<file path="src/rtl/mdio_pkg.sv">
package mdio_pkg;

    localparam int REG_AW  = 5;
    localparam int DATA_W  = 16;
    localparam int BODY_W  = 32;

    localparam logic [REG_AW-1:0] OFF_CMD  = 5'h00;
    localparam logic [REG_AW-1:0] OFF_ADDR = 5'h04;
    localparam logic [REG_AW-1:0] OFF_WDAT = 5'h08;
    localparam logic [REG_AW-1:0] OFF_RDAT = 5'h0C;
    localparam logic [REG_AW-1:0] OFF_STAT = 5'h10;

    localparam int START_BIT = 14;

    typedef enum logic [1:0] {
        SOF_EXT   = 2'd0,
        SOF_SHORT = 2'd1
    } sof_e;

    localparam logic [1:0] OP_EXT_ADDR  = 2'd0;
    localparam logic [1:0] OP_WRITE     = 2'd1;
    localparam logic [1:0] OP_SHORT_RD  = 2'd2;
    localparam logic [1:0] OP_EXT_RDINC = 2'd2;
    localparam logic [1:0] OP_EXT_RD    = 2'd3;

    localparam logic [1:0] TA_DRIVE = 2'b10;

    typedef struct packed {
        logic [1:0] sof;
        logic [1:0] op;
        logic [4:0] port;
        logic [4:0] dev;
    } mgmt_cmd_t;

    localparam int CMD_W = $bits(mgmt_cmd_t);

    function automatic logic is_read(input mgmt_cmd_t c);
        if (c.sof == SOF_SHORT)
            return c.op == OP_SHORT_RD;
        else
            return (c.op == OP_EXT_RDINC) || (c.op == OP_EXT_RD);
    endfunction

    function automatic logic [BODY_W-1:0] frame_body(input mgmt_cmd_t c,
                                                     input logic [DATA_W-1:0] addr_v,
                                                     input logic [DATA_W-1:0] wr_v);
        logic [DATA_W-1:0] payload;
        payload = ((c.sof == SOF_EXT) && (c.op == OP_EXT_ADDR)) ? addr_v : wr_v;
        return {c.sof, c.op, c.port, c.dev, TA_DRIVE, payload};
    endfunction

endpackage

</file>
<file path="src/rtl/mdio_clkgen.sv">
module mdio_clkgen #(
    parameter int HALF_DIV = 2
) (
    input  logic clk,
    input  logic rst,
    input  logic run,
    output logic mdc,
    output logic rise_tick,
    output logic fall_tick
);
    localparam int CW = (HALF_DIV > 1) ? $clog2(HALF_DIV) : 1;
    localparam logic [CW-1:0] RELOAD = CW'(HALF_DIV - 1);

    logic [CW-1:0] cnt_q;
    logic          mdc_q;
    logic          edge_now;

    assign edge_now  = run && (cnt_q == '0);
    assign rise_tick = edge_now && !mdc_q;
    assign fall_tick = edge_now && mdc_q;
    assign mdc       = mdc_q;

    always_ff @(posedge clk) begin
        if (rst || !run) begin
            cnt_q <= RELOAD;
            mdc_q <= 1'b0;
        end else if (edge_now) begin
            cnt_q <= RELOAD;
            mdc_q <= ~mdc_q;
        end else begin
            cnt_q <= cnt_q - 1'b1;
        end
    end
endmodule

</file>
<file path="src/rtl/mdio_frame_engine.sv">
module mdio_frame_engine
    import mdio_pkg::*;
#(
    parameter int PRE_BITS = 32
) (
    input  logic              clk,
    input  logic              rst,
    input  logic              launch,
    input  mgmt_cmd_t         cmd,
    input  logic [DATA_W-1:0] addr_val,
    input  logic [DATA_W-1:0] wr_val,
    input  logic              rise_tick,
    input  logic              fall_tick,
    input  logic              mdio_i,
    output logic              busy,
    output logic              mdio_o,
    output logic              mdio_oe,
    output logic              rd_done,
    output logic [DATA_W-1:0] rd_val,
    output logic              rd_err
);
    localparam int FRAME_BITS = PRE_BITS + BODY_W;
    localparam int IW         = $clog2(FRAME_BITS);
    localparam logic [IW-1:0] TA_IDX   = IW'(PRE_BITS + 14);
    localparam logic [IW-1:0] TA2_IDX  = IW'(PRE_BITS + 15);
    localparam logic [IW-1:0] DATA_IDX = IW'(PRE_BITS + 16);
    localparam logic [IW-1:0] LAST_IDX = IW'(FRAME_BITS - 1);

    logic [FRAME_BITS-1:0] frame_q;
    logic [IW-1:0]         idx_q;
    logic                  busy_q;
    logic                  rd_op_q;
    logic                  ta_bad_q;
    logic [DATA_W-1:0]     shin_q;
    logic                  last_bit;

    assign last_bit = fall_tick && (idx_q == LAST_IDX);
    assign busy     = busy_q;
    assign mdio_o   = frame_q[FRAME_BITS-1];
    assign mdio_oe  = busy_q && !(rd_op_q && (idx_q >= TA_IDX));
    assign rd_done  = last_bit && rd_op_q;
    assign rd_val   = shin_q;
    assign rd_err   = ta_bad_q;

    always_ff @(posedge clk) begin
        if (rst) begin
            frame_q  <= '0;
            idx_q    <= '0;
            busy_q   <= 1'b0;
            rd_op_q  <= 1'b0;
            ta_bad_q <= 1'b0;
            shin_q   <= '0;
        end else if (launch && !busy_q) begin
            frame_q  <= {{PRE_BITS{1'b1}}, frame_body(cmd, addr_val, wr_val)};
            idx_q    <= '0;
            busy_q   <= 1'b1;
            rd_op_q  <= is_read(cmd);
            ta_bad_q <= 1'b0;
        end else if (busy_q) begin
            if (rise_tick && rd_op_q) begin
                if (idx_q == TA2_IDX)
                    ta_bad_q <= mdio_i;
                if (idx_q >= DATA_IDX)
                    shin_q <= {shin_q[DATA_W-2:0], mdio_i};
            end
            if (fall_tick) begin
                frame_q <= {frame_q[FRAME_BITS-2:0], 1'b0};
                idx_q   <= idx_q + 1'b1;
                if (last_bit)
                    busy_q <= 1'b0;
            end
        end
    end
endmodule

</file>
<file path="src/rtl/mdio_regfile.sv">
module mdio_regfile
    import mdio_pkg::*;
(
    input  logic              clk,
    input  logic              rst,
    input  logic              reg_wr,
    input  logic [REG_AW-1:0] reg_addr,
    input  logic [31:0]       reg_wdata,
    output logic [31:0]       reg_rdata,
    input  logic              eng_busy,
    input  logic              rd_done,
    input  logic [DATA_W-1:0] rd_val,
    input  logic              rd_err,
    output logic              launch,
    output mgmt_cmd_t         cmd,
    output logic [DATA_W-1:0] addr_val,
    output logic [DATA_W-1:0] wr_val,
    output logic [DATA_W-1:0] rdat_val,
    output logic              busy_any
);
    mgmt_cmd_t         cmd_q;
    logic [DATA_W-1:0] addr_q;
    logic [DATA_W-1:0] wdat_q;
    logic [DATA_W-1:0] rdat_q;
    logic              stat_q;
    logic              launch_q;

    assign busy_any = eng_busy || launch_q;
    assign launch   = launch_q;
    assign cmd      = cmd_q;
    assign addr_val = addr_q;
    assign wr_val   = wdat_q;
    assign rdat_val = rdat_q;

    always_ff @(posedge clk) begin
        if (rst) begin
            cmd_q    <= '0;
            addr_q   <= '0;
            wdat_q   <= '0;
            rdat_q   <= '0;
            stat_q   <= 1'b0;
            launch_q <= 1'b0;
        end else begin
            launch_q <= 1'b0;
            if (reg_wr) begin
                unique case (reg_addr)
                    OFF_CMD: begin
                        if (!busy_any) begin
                            cmd_q    <= mgmt_cmd_t'(reg_wdata[CMD_W-1:0]);
                            launch_q <= reg_wdata[START_BIT];
                        end
                    end
                    OFF_ADDR: addr_q <= reg_wdata[DATA_W-1:0];
                    OFF_WDAT: wdat_q <= reg_wdata[DATA_W-1:0];
                    default: ;
                endcase
            end
            if (rd_done) begin
                rdat_q <= rd_val;
                stat_q <= rd_err;
            end
        end
    end

    always_comb begin
        reg_rdata = '0;
        unique case (reg_addr)
            OFF_CMD: begin
                reg_rdata[CMD_W-1:0] = cmd_q;
                reg_rdata[START_BIT] = busy_any;
            end
            OFF_ADDR: reg_rdata[DATA_W-1:0] = addr_q;
            OFF_WDAT: reg_rdata[DATA_W-1:0] = wdat_q;
            OFF_RDAT: reg_rdata[DATA_W-1:0] = rdat_q;
            OFF_STAT: reg_rdata[0]          = stat_q;
            default:  reg_rdata = '0;
        endcase
    end
endmodule

</file>
<file path="src/rtl/mdio_master.sv">
module mdio_master
    import mdio_pkg::*;
#(
    parameter int HALF_DIV = 2,
    parameter int PRE_BITS = 32
) (
    input  logic              clk,
    input  logic              rst,
    input  logic              reg_wr,
    input  logic [REG_AW-1:0] reg_addr,
    input  logic [31:0]       reg_wdata,
    output logic [31:0]       reg_rdata,
    output logic              mdc,
    output logic              mdio_o,
    output logic              mdio_oe,
    input  logic              mdio_i
);
    logic              eng_busy;
    logic              busy_any;
    logic              launch;
    mgmt_cmd_t         cmd;
    logic [DATA_W-1:0] addr_val;
    logic [DATA_W-1:0] wr_val;
    logic [DATA_W-1:0] rdata_word;
    logic              rd_done;
    logic [DATA_W-1:0] rd_val;
    logic              rd_err;
    logic              rise_tick;
    logic              fall_tick;
    logic [CMD_W-1:0]  cmd_word;

    assign cmd_word = cmd;

    mdio_regfile u_regs (
        .clk      (clk),
        .rst      (rst),
        .reg_wr   (reg_wr),
        .reg_addr (reg_addr),
        .reg_wdata(reg_wdata),
        .reg_rdata(reg_rdata),
        .eng_busy (eng_busy),
        .rd_done  (rd_done),
        .rd_val   (rd_val),
        .rd_err   (rd_err),
        .launch   (launch),
        .cmd      (cmd),
        .addr_val (addr_val),
        .wr_val   (wr_val),
        .rdat_val (rdata_word),
        .busy_any (busy_any)
    );

    mdio_clkgen #(.HALF_DIV(HALF_DIV)) u_clk (
        .clk      (clk),
        .rst      (rst),
        .run      (eng_busy),
        .mdc      (mdc),
        .rise_tick(rise_tick),
        .fall_tick(fall_tick)
    );

    mdio_frame_engine #(.PRE_BITS(PRE_BITS)) u_eng (
        .clk      (clk),
        .rst      (rst),
        .launch   (launch),
        .cmd      (cmd),
        .addr_val (addr_val),
        .wr_val   (wr_val),
        .rise_tick(rise_tick),
        .fall_tick(fall_tick),
        .mdio_i   (mdio_i),
        .busy     (eng_busy),
        .mdio_o   (mdio_o),
        .mdio_oe  (mdio_oe),
        .rd_done  (rd_done),
        .rd_val   (rd_val),
        .rd_err   (rd_err)
    );
endmodule

</file>
<file path="config.mk">
export PLATFORM = sky130hd
export DESIGN_NAME = mdio_master
export DESIGN_NICKNAME = d
export VERILOG_FILES = /design/src/rtl/mdio_pkg.sv /design/src/rtl/mdio_clkgen.sv /design/src/rtl/mdio_frame_engine.sv /design/src/rtl/mdio_regfile.sv /design/src/rtl/mdio_master.sv
export SDC_FILE = /design/constraint.sdc
export NUM_CORES = 1
export LEC_CHECK = 0
export BUFFER_PORTS_ARGS = -buffer_cell sky130_fd_sc_hd__buf_4
export CELL_PAD_IN_SITES_DETAIL_PLACEMENT = 1
export CELL_PAD_IN_SITES_GLOBAL_PLACEMENT = 2
export CORE_ASPECT_RATIO = 1.75
export CORE_MARGIN = 1.5
export CORE_UTILIZATION = 36
export CTS_BUF_LIST = sky130_fd_sc_hd__clkbuf_8
export CTS_CLUSTER_SIZE = 14
export DETAILED_ROUTE_END_ITERATION = 16
export GPL_ROUTABILITY_DRIVEN = 0
export PLACE_DENSITY_LB_ADDON = 0.1
export SKIP_LAST_GASP = 1
export SYNTH_ARGS = -nofsm -noshare
export SYNTH_HDL_FRONTEND = slang
export SYNTH_SLANG_ARGS = --single-unit
export TNS_END_PERCENT = 20
</file>
<file path="constraint.sdc">
create_clock -name clk -period 1.8 [get_ports clk]
set_clock_uncertainty 0.05 [all_clocks]
set_input_delay 0.09 -clock clk [delete_from_list [all_inputs] [get_ports clk]]
set_output_delay 0.09 -clock clk [all_outputs]
set_load 0.05 [all_outputs]
</file>
# == Word level (Yosys, flattened, before mapping) ==
# Index checks and enable logic that the tools add are counted.
# op_classes
multipliers,0
muxes,12
bitwise,6
n_reduce_logical,31
n_lt_le_gt_ge,2
eq_ne,9
n_div,0
add_sub_neg,2
n_shift,0
# op_table
cell,n
64-bit two-way mux,3
14-bit one-hot mux with 4 select lines,1
16-bit two-way mux,1
"6-bit == test, second input constant",2
"6-bit greater-or-equal comparator, second input constant",2
"5-bit by 4-bit == test with 1-bit output, second input constant",2
1-bit logical AND,10
2-bit AND reduction,4
"6-bit by 1-bit adder with 6-bit output, second input constant",1
1-bit NOT,6
3-bit AND reduction,2
"5-bit by 3-bit == test with 1-bit output, second input constant",1
"5-bit == test, second input constant",1
5-bit zero test,1
1-bit two-way mux,5
1-bit one-hot mux with 5 select lines,1
"2-bit == test, second input constant",2
2-bit zero test,2
4-bit AND reduction,1
2-bit nonzero test,2
2-bit OR reduction,2
4-bit OR reduction,1
1-bit zero test,3
1-bit logical OR,3
other kinds (3),3
# word_totals
latch_bits,0
reg_bits,155
in_bits,41
mem_count,0
mem_bits_ro,0
ram_bits,0

# == Depth between registers and ports, before layout ==
# Gate-level depths: netlist (run 1).
# logic_depth
word_depth,8
mapped_depth,7
mapped_depth_nobuf,4

# == Modules after synthesis ==
# Synthesis (run 1) repeated with hierarchy kept, for this count alone.
# hier_totals
cells_unflattened,700
hier_area_um2,6797.8
# modules_own_cells
mod,cells_each,area_per_inst_um2,n_inst,seq_area_each_um2
mdio_frame_engine,401,3480.8,1,1781.7
mdio_regfile,292,3230.6,1,1281.2
mdio_clkgen,7,86.3,1,40.0

# == Worst setup path before layout (run 1) ==
# No wires, ideal clock.
# synth_path
kind,flip-flop to output port
start,reg u_regs.wdat_q[15] (netlist: u_regs.wr_val[15])
end,out reg_rdata[15]
t_required_ps,1660
path_slack_ps,-304
arrival_time_ps,1964
n_path_buf,0
stages_incl_launch_ff,4
cell_sequence,dfxtp_1 mux2_2 a21oi_1 nor4_1
# synth_via
elab_chain_len,1
# synth_lines
element,line_no,rtl
from (decl),mdio_regfile.sv:23,logic [DATA_W-1:0] wdat_q;
from (signal assigned),mdio_regfile.sv:54,OFF_WDAT: wdat_q <= reg_wdata[DATA_W-1:0];
1-bit one-hot mux with 3 select lines,mdio_regfile.sv:67,unique case (reg_addr)
to (decl),mdio_master.sv:12,"output logic [31:0] reg_rdata,"
# Every way passes these cells.

# == Worst setup path after layout (run 1) ==
# layout_path
start,reg u_eng.busy_q (netlist: u_eng.busy)
end,out reg_rdata[14]
# layout_via
elab_chain_len,2
# layout_lines
element,line_no,rtl
from (decl),mdio_frame_engine.sv:31,logic busy_q;
from (signal assigned),mdio_frame_engine.sv:49,busy_q <= 1'b0;
from (signal assigned),mdio_frame_engine.sv:56,busy_q <= 1'b1;
from (signal assigned),mdio_frame_engine.sv:70,busy_q <= 1'b0;
1-bit logical OR,mdio_regfile.sv:28,assign busy_any = eng_busy || launch_q;
14-bit one-hot mux with 4 select lines,mdio_regfile.sv:67,
# Every way passes these cells.

==> results of run 1 <==
-- repair_timing --
action / in CTS / in global routing
endpoints found under the setup margin: 2 / 4
hold endpoints to repair: 49 / 0
gates resized for setup: 5 / 1
hold buffers: 17 / 0
-- worst max-delay path, stage by stage (launching register included) --
cell	delay, ns
sky130_fd_sc_hd__dfxtp_2	0.36
sky130_fd_sc_hd__buf_4	0.16
sky130_fd_sc_hd__nor2_4	0.10
sky130_fd_sc_hd__nand3b_1	0.12
sky130_fd_sc_hd__nand4_1	0.17
sky130_fd_sc_hd__buf_6	0.21
-- cell families (layout without fill, tap and decap cells) --
| kind of cell | after synthesis | count (layout) | synth area share, % |
|---|---|---|---|
| AOI/OAI and AO/OA | 202 | 202 | 17.55 |
| xor gates and xnor gates | 2 | 2 | 0.2487 |
| adders and majority gates | 1 | 1 | 0.1776 |
| buffers and inverters | 114 | 129 | 7.531 |
| DFF | 155 | 155 | 44.05 |
| muxes | 34 | 34 | 4.849 |
| other | 1 | 16 | 0.05323 |
| and+or+nand+nor | 348 | 348 | 25.54 |
-- cell type report --
class / count / area (um^2) / share of cell area (%)
well taps: 241 / 301.5 / 3.669
inverters: 2 / 7.507 / 0.09135
multi-input cells: 603 / 3512 / 42.74
clock buffers: 17 / 234.0 / 2.847
clock inverters: 13 / 153.9 / 1.873
flip-flops and latches: 155 / 3105 / 37.79
repair buffers: 97 / 903.4 / 10.99
-- synth_stat cells (2+ instances only) --
cell	number
sky130_fd_sc_hd__o21ai_1	9
sky130_fd_sc_hd__o21ai_0	39
sky130_fd_sc_hd__a211oi_2	10
sky130_fd_sc_hd__mux2i_1	33
sky130_fd_sc_hd__or3_1	4
sky130_fd_sc_hd__a22oi_1	12
sky130_fd_sc_hd__buf_2	22
sky130_fd_sc_hd__nand3b_1	3
sky130_fd_sc_hd__clkbuf_1	68
sky130_fd_sc_hd__or3b_1	2
sky130_fd_sc_hd__buf_1	4
sky130_fd_sc_hd__and3b_1	3
sky130_fd_sc_hd__nand3_1	110
sky130_fd_sc_hd__buf_4	16
sky130_fd_sc_hd__nor2b_1	2
sky130_fd_sc_hd__nand4_1	48
sky130_fd_sc_hd__nor3_1	84
sky130_fd_sc_hd__dfxtp_1	155
sky130_fd_sc_hd__o31ai_1	34
sky130_fd_sc_hd__nand2_1	38
sky130_fd_sc_hd__buf_6	2
sky130_fd_sc_hd__xnor2_1	2
sky130_fd_sc_hd__and3_1	5
sky130_fd_sc_hd__a211oi_1	6
sky130_fd_sc_hd__a21oi_1	85
sky130_fd_sc_hd__nor2_1	38
sky130_fd_sc_hd__o221ai_1	2
-- through the flow --
step	TNS, ns	power [mW]	utilization [%]
global placement	0	3.924	39.81
CTS	-0.01533	6.656	42.79
floorplan	0	3.797	-
global route	-0.05921	6.837	42.81
detailed placement	0	3.930	39.81
finish	0	6.571	42.81
-- worst min-delay path by stage --
stage / slack, ns / start / end
finish: 0.1 / reg_addr[0] / u_regs.wr_val[6]$_SDFFE_PP0P_
floorplan: 0.18 / reg_wdata[0] / u_regs.cmd[0]$_SDFFE_PP0P_
global placement: 0.31 / reg_wdata[15] / u_regs.addr_val[15]$_SDFFE_PP0P_
global route: 0.11 / reg_addr[2] / u_regs.wr_val[4]$_SDFFE_PP0P_
detailed placement: 0.33 / reg_wdata[15] / u_regs.addr_val[15]$_SDFFE_PP0P_
CTS: 0.07 / reg_addr[0] / u_regs.wr_val[14]$_SDFFE_PP0P_
-- metal layers --
layer	wire length (um)	GRT usage (%)	up-vias
li1	-	-	3141
met1	9372	26.97	3251
met2	11640	39.96	92
met3	483	3.406	22
met4	291	6.680	0
met5	0	0	-
-- power by group through the flow --
| stage | combinational, mW | clock (mW) | sequential [mW] |
|---|---|---|---|
| 2_1_floorplan | 0.272 | 0 | 3.53 |
| 3_3_place_gp | 0.396 | 0 | 3.53 |
| 3_5_place_dp | 0.402 | 0 | 3.53 |
| 4_1_cts | 0.432 | 2.78 | 3.45 |
| 5_1_grt | 0.460 | 2.93 | 3.45 |
| 6_report | 0.430 | 2.69 | 3.45 |
-- registers in the layout, indices dropped and copies added (netlist names), 6 cells and up --
register,count
u_regs.wr_val,16
u_eng.rd_val,16
u_regs.cmd,14
u_regs.addr_val,16
u_eng.idx_q,6
u_regs.rdat_val,16
u_eng.frame_q,64
==> flow_summary.toml, run 1 <==
[cells_and_area]
mostFrequentLayoutCells = "sky130_fd_sc_hd__dfxtp_1 (153), sky130_fd_sc_hd__nand3_1 (110), sky130_fd_sc_hd__a21oi_1 (85), sky130_fd_sc_hd__nor3_1 (84), sky130_fd_sc_hd__buf_4 (68)"
drive_gt1_share_pct = 15.11
n_fill_cell = 2291
number_of_antenna_cells_inserted = 0
synthToLayoutAreaGrowth_pct = 16.66
finish.cell_count_without_fillers = 1128
fin_area_um2 = 8218
nNetsFinal = 918
final_common_cell = "sky130_fd_sc_hd__dfxtp_1"

[floorplanning]
die_height_um = 188.0
io-pin-count = 76
chipWidth_um = 108.7
core_area_um2 = 19200
std_cell_rows = 67
initial_utilization_pct = 36.69
floorplan.die_area_um2 = 20450

[flow_run]
timing.max_cap.violations = 0

[setup_path]
worst_setup_path_startpoint = "u_eng.busy$_SDFF_PP0_"
setup.worst_path.end = "reg_rdata[14]"
critical_path.max_fanout = 8
worst_ep_arrival_time_ns = 1.60
worst-endpoint-required_ns = 1.66
worst_r2r_path_depth = 4
start_kind = "register"
reg2reg_to = "u_eng.frame_q[15]$_SDFFE_PP0P_"
timing_worst_setup_path_type = "reg2out"
worst-r2r-setup-slack_ns = 0.19
timing.critical_path.to_type = "output pin"
timing.rr.start = "u_regs.cmd[10]$_SDFFE_PP0P_"

[synth]
yosysTopAreaCellShare_pct = 44.05
synth_seq_area_share_pct = 44.05
syn-cell-area_um2 = 7044
synth.largest_area_cell = "sky130_fd_sc_hd__dfxtp_1"
synth_area_per_cell_um2 = 8.220
asyncSetResetFlopFracSynth_pct = 0
yosys_register_bits = 155
netlist-cell-type-count = 48
synth-edff-count = 0
synth_ff_type = "sky130_fd_sc_hd__dfxtp_1"
synth_cells = 857
synth.yosys.warnings = 0
yosys-top-cells-area = "sky130_fd_sc_hd__dfxtp_1 (44%), sky130_fd_sc_hd__nand3_1 (7.8%), sky130_fd_sc_hd__a21oi_1 (6.0%)"

[timing]
fin_crit_ns = 1.739
hold-worst-slack_ns = 0.09527
grt_setup_unrepaired = "yes"
finalMaxSlewViolations = 0
max_slew_margin_pct = 55.79
setup_viol = 0
postLayoutSetupSlackWorst_ns = 0.06118
fin_crit_sh_pct = 96.60
worst_pin_slew_ns = 0.6622
achievable-frequency_mhz = 575.1
finalHoldViolCount = 0

[clock_tree]
cts_tree = "done"
clock_tree.root_cell = "sky130_fd_sc_hd__clkbuf_8"
clk_latency_ns = 0.47
tritoncts_num_sinks = 155
clk_pin_slew_ns = 0.08
cts_inserted_buffers = 17
h-tree-depth = 4
clock_path_buffers = 2
cts.repair_timing.setup_buffer_count = 0

[global_route]
grt_antenna_before_repair = 0
grt_pass1_vias = 6887
grt.total_usage_pct = 22.35
grt-ovfl-total = 0
largest_net_degree_at_the_start_of_global_routing = 115
grt_pass1_wl_um = 35870

[drt]
route.vias.total = 6506
drt_first_iter_violations = 268
vias_per_cell = 5.768
drcViolationCount = 0
dr_wl_cell_um = 19.32
routed_wl_um = 21790
drt-pass1-iter-count = 4
antenna_violating_nets_post_route = 0

[pwr]
p_per_area_nw_per_um2 = 799.6
clock_network_fraction_of_total_power_pct = 41.0
power.internal_mw = 4.910
switching_power_mw = 1.661
power.ir.vdd_worst_mv = 0.4616
power.switching_fraction_pct = 25.27
comb_power_share_pct = 6.5
sequentialPowerShare_pct = 52.5
p_leak_nw = 2.948

[worst_hold_path]
hold-path-cell-count = 5
hold_path.class = "in2reg"

[placed_design]
dp_hpwl_um = 14340
placed_cells_incl_taps = 1081
port-buffer-count = 43
pre_cts_slack_ns = 0.1774
post_dp_cell_area_um2 = 7642

[run_status]
run_status = "completed"
No activity file was read; power rests on OpenSTA's default activity.
==> inputs of run 2 (changes only) <==
--- a/config.mk
+++ b/config.mk
@@ -16,6 +16,7 @@
 export DETAILED_ROUTE_END_ITERATION = 16
 export GPL_ROUTABILITY_DRIVEN = 0
 export PLACE_DENSITY_LB_ADDON = 0.1
+export REMOVE_ABC_BUFFERS = 1
 export SKIP_LAST_GASP = 1
 export SYNTH_ARGS = -nofsm -noshare
 export SYNTH_HDL_FRONTEND = slang
==> flow_summary.toml, run 2 (same netlist as run 1, synthesis figures left out) <==
[run_status]
run_status = "completed"

[cells_and_area]
layout.core_utilization_pct = 43.37
finish.cell_count_without_fillers = 1134
synthToLayoutAreaGrowth_pct = 18.19
mostFrequentLayoutCells = "sky130_fd_sc_hd__dfxtp_1 (155), sky130_fd_sc_hd__nand3_1 (110), sky130_fd_sc_hd__a21oi_1 (85), sky130_fd_sc_hd__nor3_1 (84), sky130_fd_sc_hd__buf_4 (70)"
top_register = "u_eng.frame_q"
nNetsFinal = 922
number_of_antenna_cells_inserted = 0
fin_area_um2 = 8325
final_common_cell = "sky130_fd_sc_hd__dfxtp_1"
largest_register_ffs = 64
drive_gt1_share_pct = 14.89
n_fill_cell = 2252

[timing]
grt_setup_unrepaired = "yes"
achievable-frequency_mhz = 570.2
max_slew_margin_pct = 58.52
setup_viol = 0
fin_crit_sh_pct = 97.44
finalMaxSlewViolations = 0
finalHoldViolCount = 0
hold-worst-slack_ns = 0.1533
worst_pin_slew_ns = 0.6206
postLayoutSetupSlackWorst_ns = 0.04613
fin_crit_ns = 1.754
setup_tns_ns = 0

[global_route]
grt_antenna_before_repair = 0
grt_pass1_vias = 6939
largest_net_degree_at_the_start_of_global_routing = 82
grt.total_usage_pct = 23.36
grt-ovfl-total = 0
grt_pass1_wl_um = 36800

[clock_tree]
clk_latency_ns = 0.47
cts_inserted_buffers = 17
h-tree-depth = 4
cts_tree = "done"
tritoncts_num_sinks = 155
clock_path_buffers = 2
clk_pin_slew_ns = 0.09
clock_tree.root_cell = "sky130_fd_sc_hd__clkbuf_8"

[placed_design]
post_dp_cell_area_um2 = 7689
pre_cts_slack_ns = 0.08555
port-buffer-count = 43
dp_hpwl_um = 14770
placed_cells_incl_taps = 1083

[floorplanning]
std_cell_rows = 67
io-pin-count = 76
chipWidth_um = 108.7
die_height_um = 188.0
floorplan.die_area_um2 = 20450
core_area_um2 = 19200
initial_utilization_pct = 36.69

[setup_path]
critical-path-top-cell-by-count = "sky130_fd_sc_hd__buf_4"
worst-endpoint-required_ns = 1.66
timing_worst_setup_path_type = "reg2out"
timing.critical_path.to_type = "output pin"
slowest_delay_ns = 0.35
critPathSlowestCell = "sky130_fd_sc_hd__dfxtp_1"
setup.worst_path.end = "reg_rdata[14]"
reg2reg_to = "u_eng.idx_q[5]$_SDFFE_PP0P_"
worst_r2r_path_depth = 4
crit_chain = "buf_4 -> nor2_2 -> nand3b_1 -> nand4_1 -> buf_4"
worst-r2r-setup-slack_ns = 0.16
start_kind = "register"
worst_setup_path_startpoint = "u_eng.busy$_SDFF_PP0_"
critical_path.max_fanout = 6
worst_ep_arrival_time_ns = 1.61
timing.rr.start = "u_clk.mdc$_SDFFE_PP0N_"

[drt]
drcViolationCount = 0
vias_per_cell = 5.822
drt-pass1-iter-count = 5
drt_first_iter_violations = 320
dr_wl_cell_um = 20.15
routed_wl_um = 22850
antenna_violating_nets_post_route = 0
route.vias.total = 6602

[pwr]
p_leak_nw = 3.017
switching_power_mw = 1.636
p_total_mw = 6.839
power.internal_mw = 5.203
p_per_area_nw_per_um2 = 821.4
power.ir.vdd_worst_mv = 0.4937
comb_power_share_pct = 6.5
clock_network_fraction_of_total_power_pct = 43.1
sequentialPowerShare_pct = 50.4
power.switching_fraction_pct = 23.92

[worst_hold_path]
hold_path.class = "in2reg"

[flow_run]
timing.max_cap.violations = 0
## run 2: final cells by class
class	count	area [um^2]	share of cell area (%)
clock buffer	21	289.0	3.472
clock inverter	11	151.4	1.818
inverter	2	7.507	0.09017
multi-input combinational	603	3507	42.13
sequential	155	3103	37.27
tap	241	301.5	3.622
timing repair buffer	101	965.9	11.60
## run 2: power groups by stage
stage | sequential [mW] | combinational [mW] | clock (mW)
2_1_floorplan | 3.53 | 0.188 | 0
3_3_place_gp | 3.53 | 0.405 | 0
3_5_place_dp | 3.53 | 0.414 | 0
4_1_cts | 3.45 | 0.446 | 3.03
5_1_grt | 3.45 | 0.475 | 3.18
6_report | 3.45 | 0.447 | 2.95
## run 2: worst min path at each step
stage	start	to	slack, ns	cells past startpoint
after floorplan	rst	u_eng.frame_q[18]$_SDFFE_PP0P_	0.11	1
after global placement	reg_wdata[14]	u_regs.launch$_SDFF_PP0_	0.30	2
after detailed placement	reg_wdata[14]	u_regs.launch$_SDFF_PP0_	0.30	2
after CTS	reg_addr[0]	u_regs.wr_val[10]$_SDFFE_PP0P_	0.12	5
after global routing	reg_addr[2]	u_regs.wr_val[12]$_SDFFE_PP0P_	0.14	5
final	reg_addr[2]	u_regs.wr_val[15]$_SDFFE_PP0P_	0.15	5
## run 2: routing by layer
metal | GRT usage [%] | vias to the layer above | routed length [um]
met1 | 25.06 | 3307 | 9041
met2 | 43.88 | 101 | 12630
met3 | 4.136 | 43 | 581
met5 | 0 | - | 0
met4 | 9.109 | 0 | 588
li1 | - | 3151 | -
## run 2: critical path, delay by kind of cell, from the launching register on
family	cells	cell delay, ns
buf+inv	2	0.39
flops	1	0.35
simple gates	3	0.40
## run 2: timing repair
action	in CTS	in global routing
resized for setup	1	1
hold buffers	18	0
buffers inserted	0	1
endpoints found under the hold margin	50	0
setup endpoints to repair	2	18
==> inputs of run 3 (changes only) <==
--- a/config.mk
+++ b/config.mk
@@ -15,6 +15,7 @@
 export CTS_CLUSTER_SIZE = 14
 export DETAILED_ROUTE_END_ITERATION = 16
 export GPL_ROUTABILITY_DRIVEN = 0
+export MAX_ROUTING_LAYER = met4
 export PLACE_DENSITY_LB_ADDON = 0.1
 export REMOVE_ABC_BUFFERS = 1
 export SKIP_LAST_GASP = 1
==> flow_summary.toml, run 3 (same netlist as run 1, synthesis figures left out) <==
[run_status]
run_status = "completed"

[setup_path]
start_kind = "register"
worst-r2r-setup-slack_ns = 0.16
critical_path.max_fanout = 6
timing.critical_path.to_type = "output pin"
worst_ep_arrival_time_ns = 1.59
timing_worst_setup_path_type = "reg2out"
worst-endpoint-required_ns = 1.66
worst_setup_path_startpoint = "u_eng.busy$_SDFF_PP0_"
timing.rr.start = "u_clk.mdc$_SDFFE_PP0N_"

[drt]
drt_first_iter_violations = 274
antenna_violating_nets_post_route = 0
routed_wl_um = 22810
drcViolationCount = 0
dr_wl_cell_um = 20.11
drt-pass1-iter-count = 4
vias_per_cell = 5.810
route.vias.total = 6588

[timing]
setup_viol = 0
finalMaxSlewViolations = 0
hold-worst-slack_ns = 0.1575
max_slew_margin_pct = 58.82
grt_setup_unrepaired = "yes"
finalHoldViolCount = 0
fin_crit_sh_pct = 96.25
worst_pin_slew_ns = 0.6162
fin_crit_ns = 1.732
achievable-frequency_mhz = 577.2

[clock_tree]
h-tree-depth = 4
tritoncts_num_sinks = 155
clock_tree.root_cell = "sky130_fd_sc_hd__clkbuf_8"
cts_inserted_buffers = 17
clock_path_buffers = 2
clk_latency_ns = 0.46
clk_pin_slew_ns = 0.09
cts_tree = "done"

[pwr]
p_per_area_nw_per_um2 = 820.6
power.ir.vdd_worst_mv = 0.4941
p_leak_nw = 3.017

[floorplanning]
chipWidth_um = 108.7
floorplan.die_area_um2 = 20450
die_height_um = 188.0
core_area_um2 = 19200
std_cell_rows = 67
initial_utilization_pct = 36.69
io-pin-count = 76

[cells_and_area]
multi_input_area_um2 = 3507
nNetsFinal = 922
number_of_antenna_cells_inserted = 0
drive_gt1_share_pct = 14.89
synthToLayoutAreaGrowth_pct = 18.19
top_register = "u_eng.frame_q"
n_fill_cell = 2252
fin_area_um2 = 8325
mostFrequentLayoutCells = "sky130_fd_sc_hd__dfxtp_1 (155), sky130_fd_sc_hd__nand3_1 (110), sky130_fd_sc_hd__a21oi_1 (85), sky130_fd_sc_hd__nor3_1 (84), sky130_fd_sc_hd__buf_4 (70)"
final_common_cell = "sky130_fd_sc_hd__dfxtp_1"
largest_register_ffs = 64
register_area_um2 = 3103

[flow_run]
timing.max_cap.violations = 0

[global_route]
grt.total_usage_pct = 24.02
grt_antenna_before_repair = 0
grt_pass1_vias = 6936
grt_pass1_wl_um = 36750
largest_net_degree_at_the_start_of_global_routing = 82
grt-ovfl-total = 0

[placed_design]
dp_hpwl_um = 14770
port-buffer-count = 43
post_dp_cell_area_um2 = 7689

[worst_hold_path]
min_from = "reg_addr[2]"
hold_path.class = "in2reg"
-- run 3: layout make-up --
type,count,area share (%)
clock buffers,21,3.472
inverters,2,0.09017
clock inverters,11,1.818
multi-input cells,603,42.13
well taps,241,3.622
repair buffers,101,11.60
flip-flops and latches,155,37.27
-- run 3: final timing paths --
kind	endpoint	cells after the start
worst max-delay path	reg_rdata[14]	5
worst min-delay path	u_regs.wr_val[11]$_SDFFE_PP0P_	5
worst max register to register	u_eng.idx_q[5]$_SDFFE_PP0P_	4
worst min register to register	u_eng.frame_q[16]$_SDFFE_PP0P_	2
-- run 3: timing repair --
action	CTS	global route
setup buffers	0	1
hold endpoints to repair	50	0
gates resized for setup	1	1
hold buffers	18	0
gates cloned	0	0
setup endpoints to repair	2	18
-- run 3: routing by layer --
| layer | global-route usage (%) | wire (um) | vias to the layer above |
|---|---|---|---|
| li1 | - | - | 3149 |
| met1 | 25.23 | 9211 | 3301 |
| met2 | 43.78 | 12550 | 97 |
| met3 | 3.893 | 533 | 41 |
| met4 | 9.109 | 511 | 0 |
| met5 | - | 0 | - |
-- run 3: per-stage QoR --
step           worst slack, ns  TNS [ns]  total power [mW]  cells  util (%)
6_report               0.06751         0             6.832   1134     43.37
5_1_grt               -0.02467  -0.02467             7.102   1134     43.37
4_1_cts               -0.01903  -0.01903             6.919   1133     43.30
3_5_place_dp           0.08555         0             3.941   1083     40.05
3_3_place_gp            0.1653         0             3.932   1083     40.05
2_1_floorplan           -2.714   -292.13             3.713    760         -
-- run 3: worst max-delay path: stages (launching register included) --
cell                       delay, ns
sky130_fd_sc_hd__dfxtp_1        0.35
sky130_fd_sc_hd__buf_4          0.17
sky130_fd_sc_hd__nor2_2         0.16
sky130_fd_sc_hd__nand3b_1       0.13
sky130_fd_sc_hd__nand4_1        0.10
sky130_fd_sc_hd__buf_4          0.21
-- run 3: power breakdown --
part	switching [mW]	internal, mW	total, mW	leakage [nW]
clock	1.31	1.63	2.94	0.238
sequential	0.00886	3.44	3.45	1.25
combinational	0.315	0.132	0.447	1.53
total	1.63	5.20	6.83	3.02
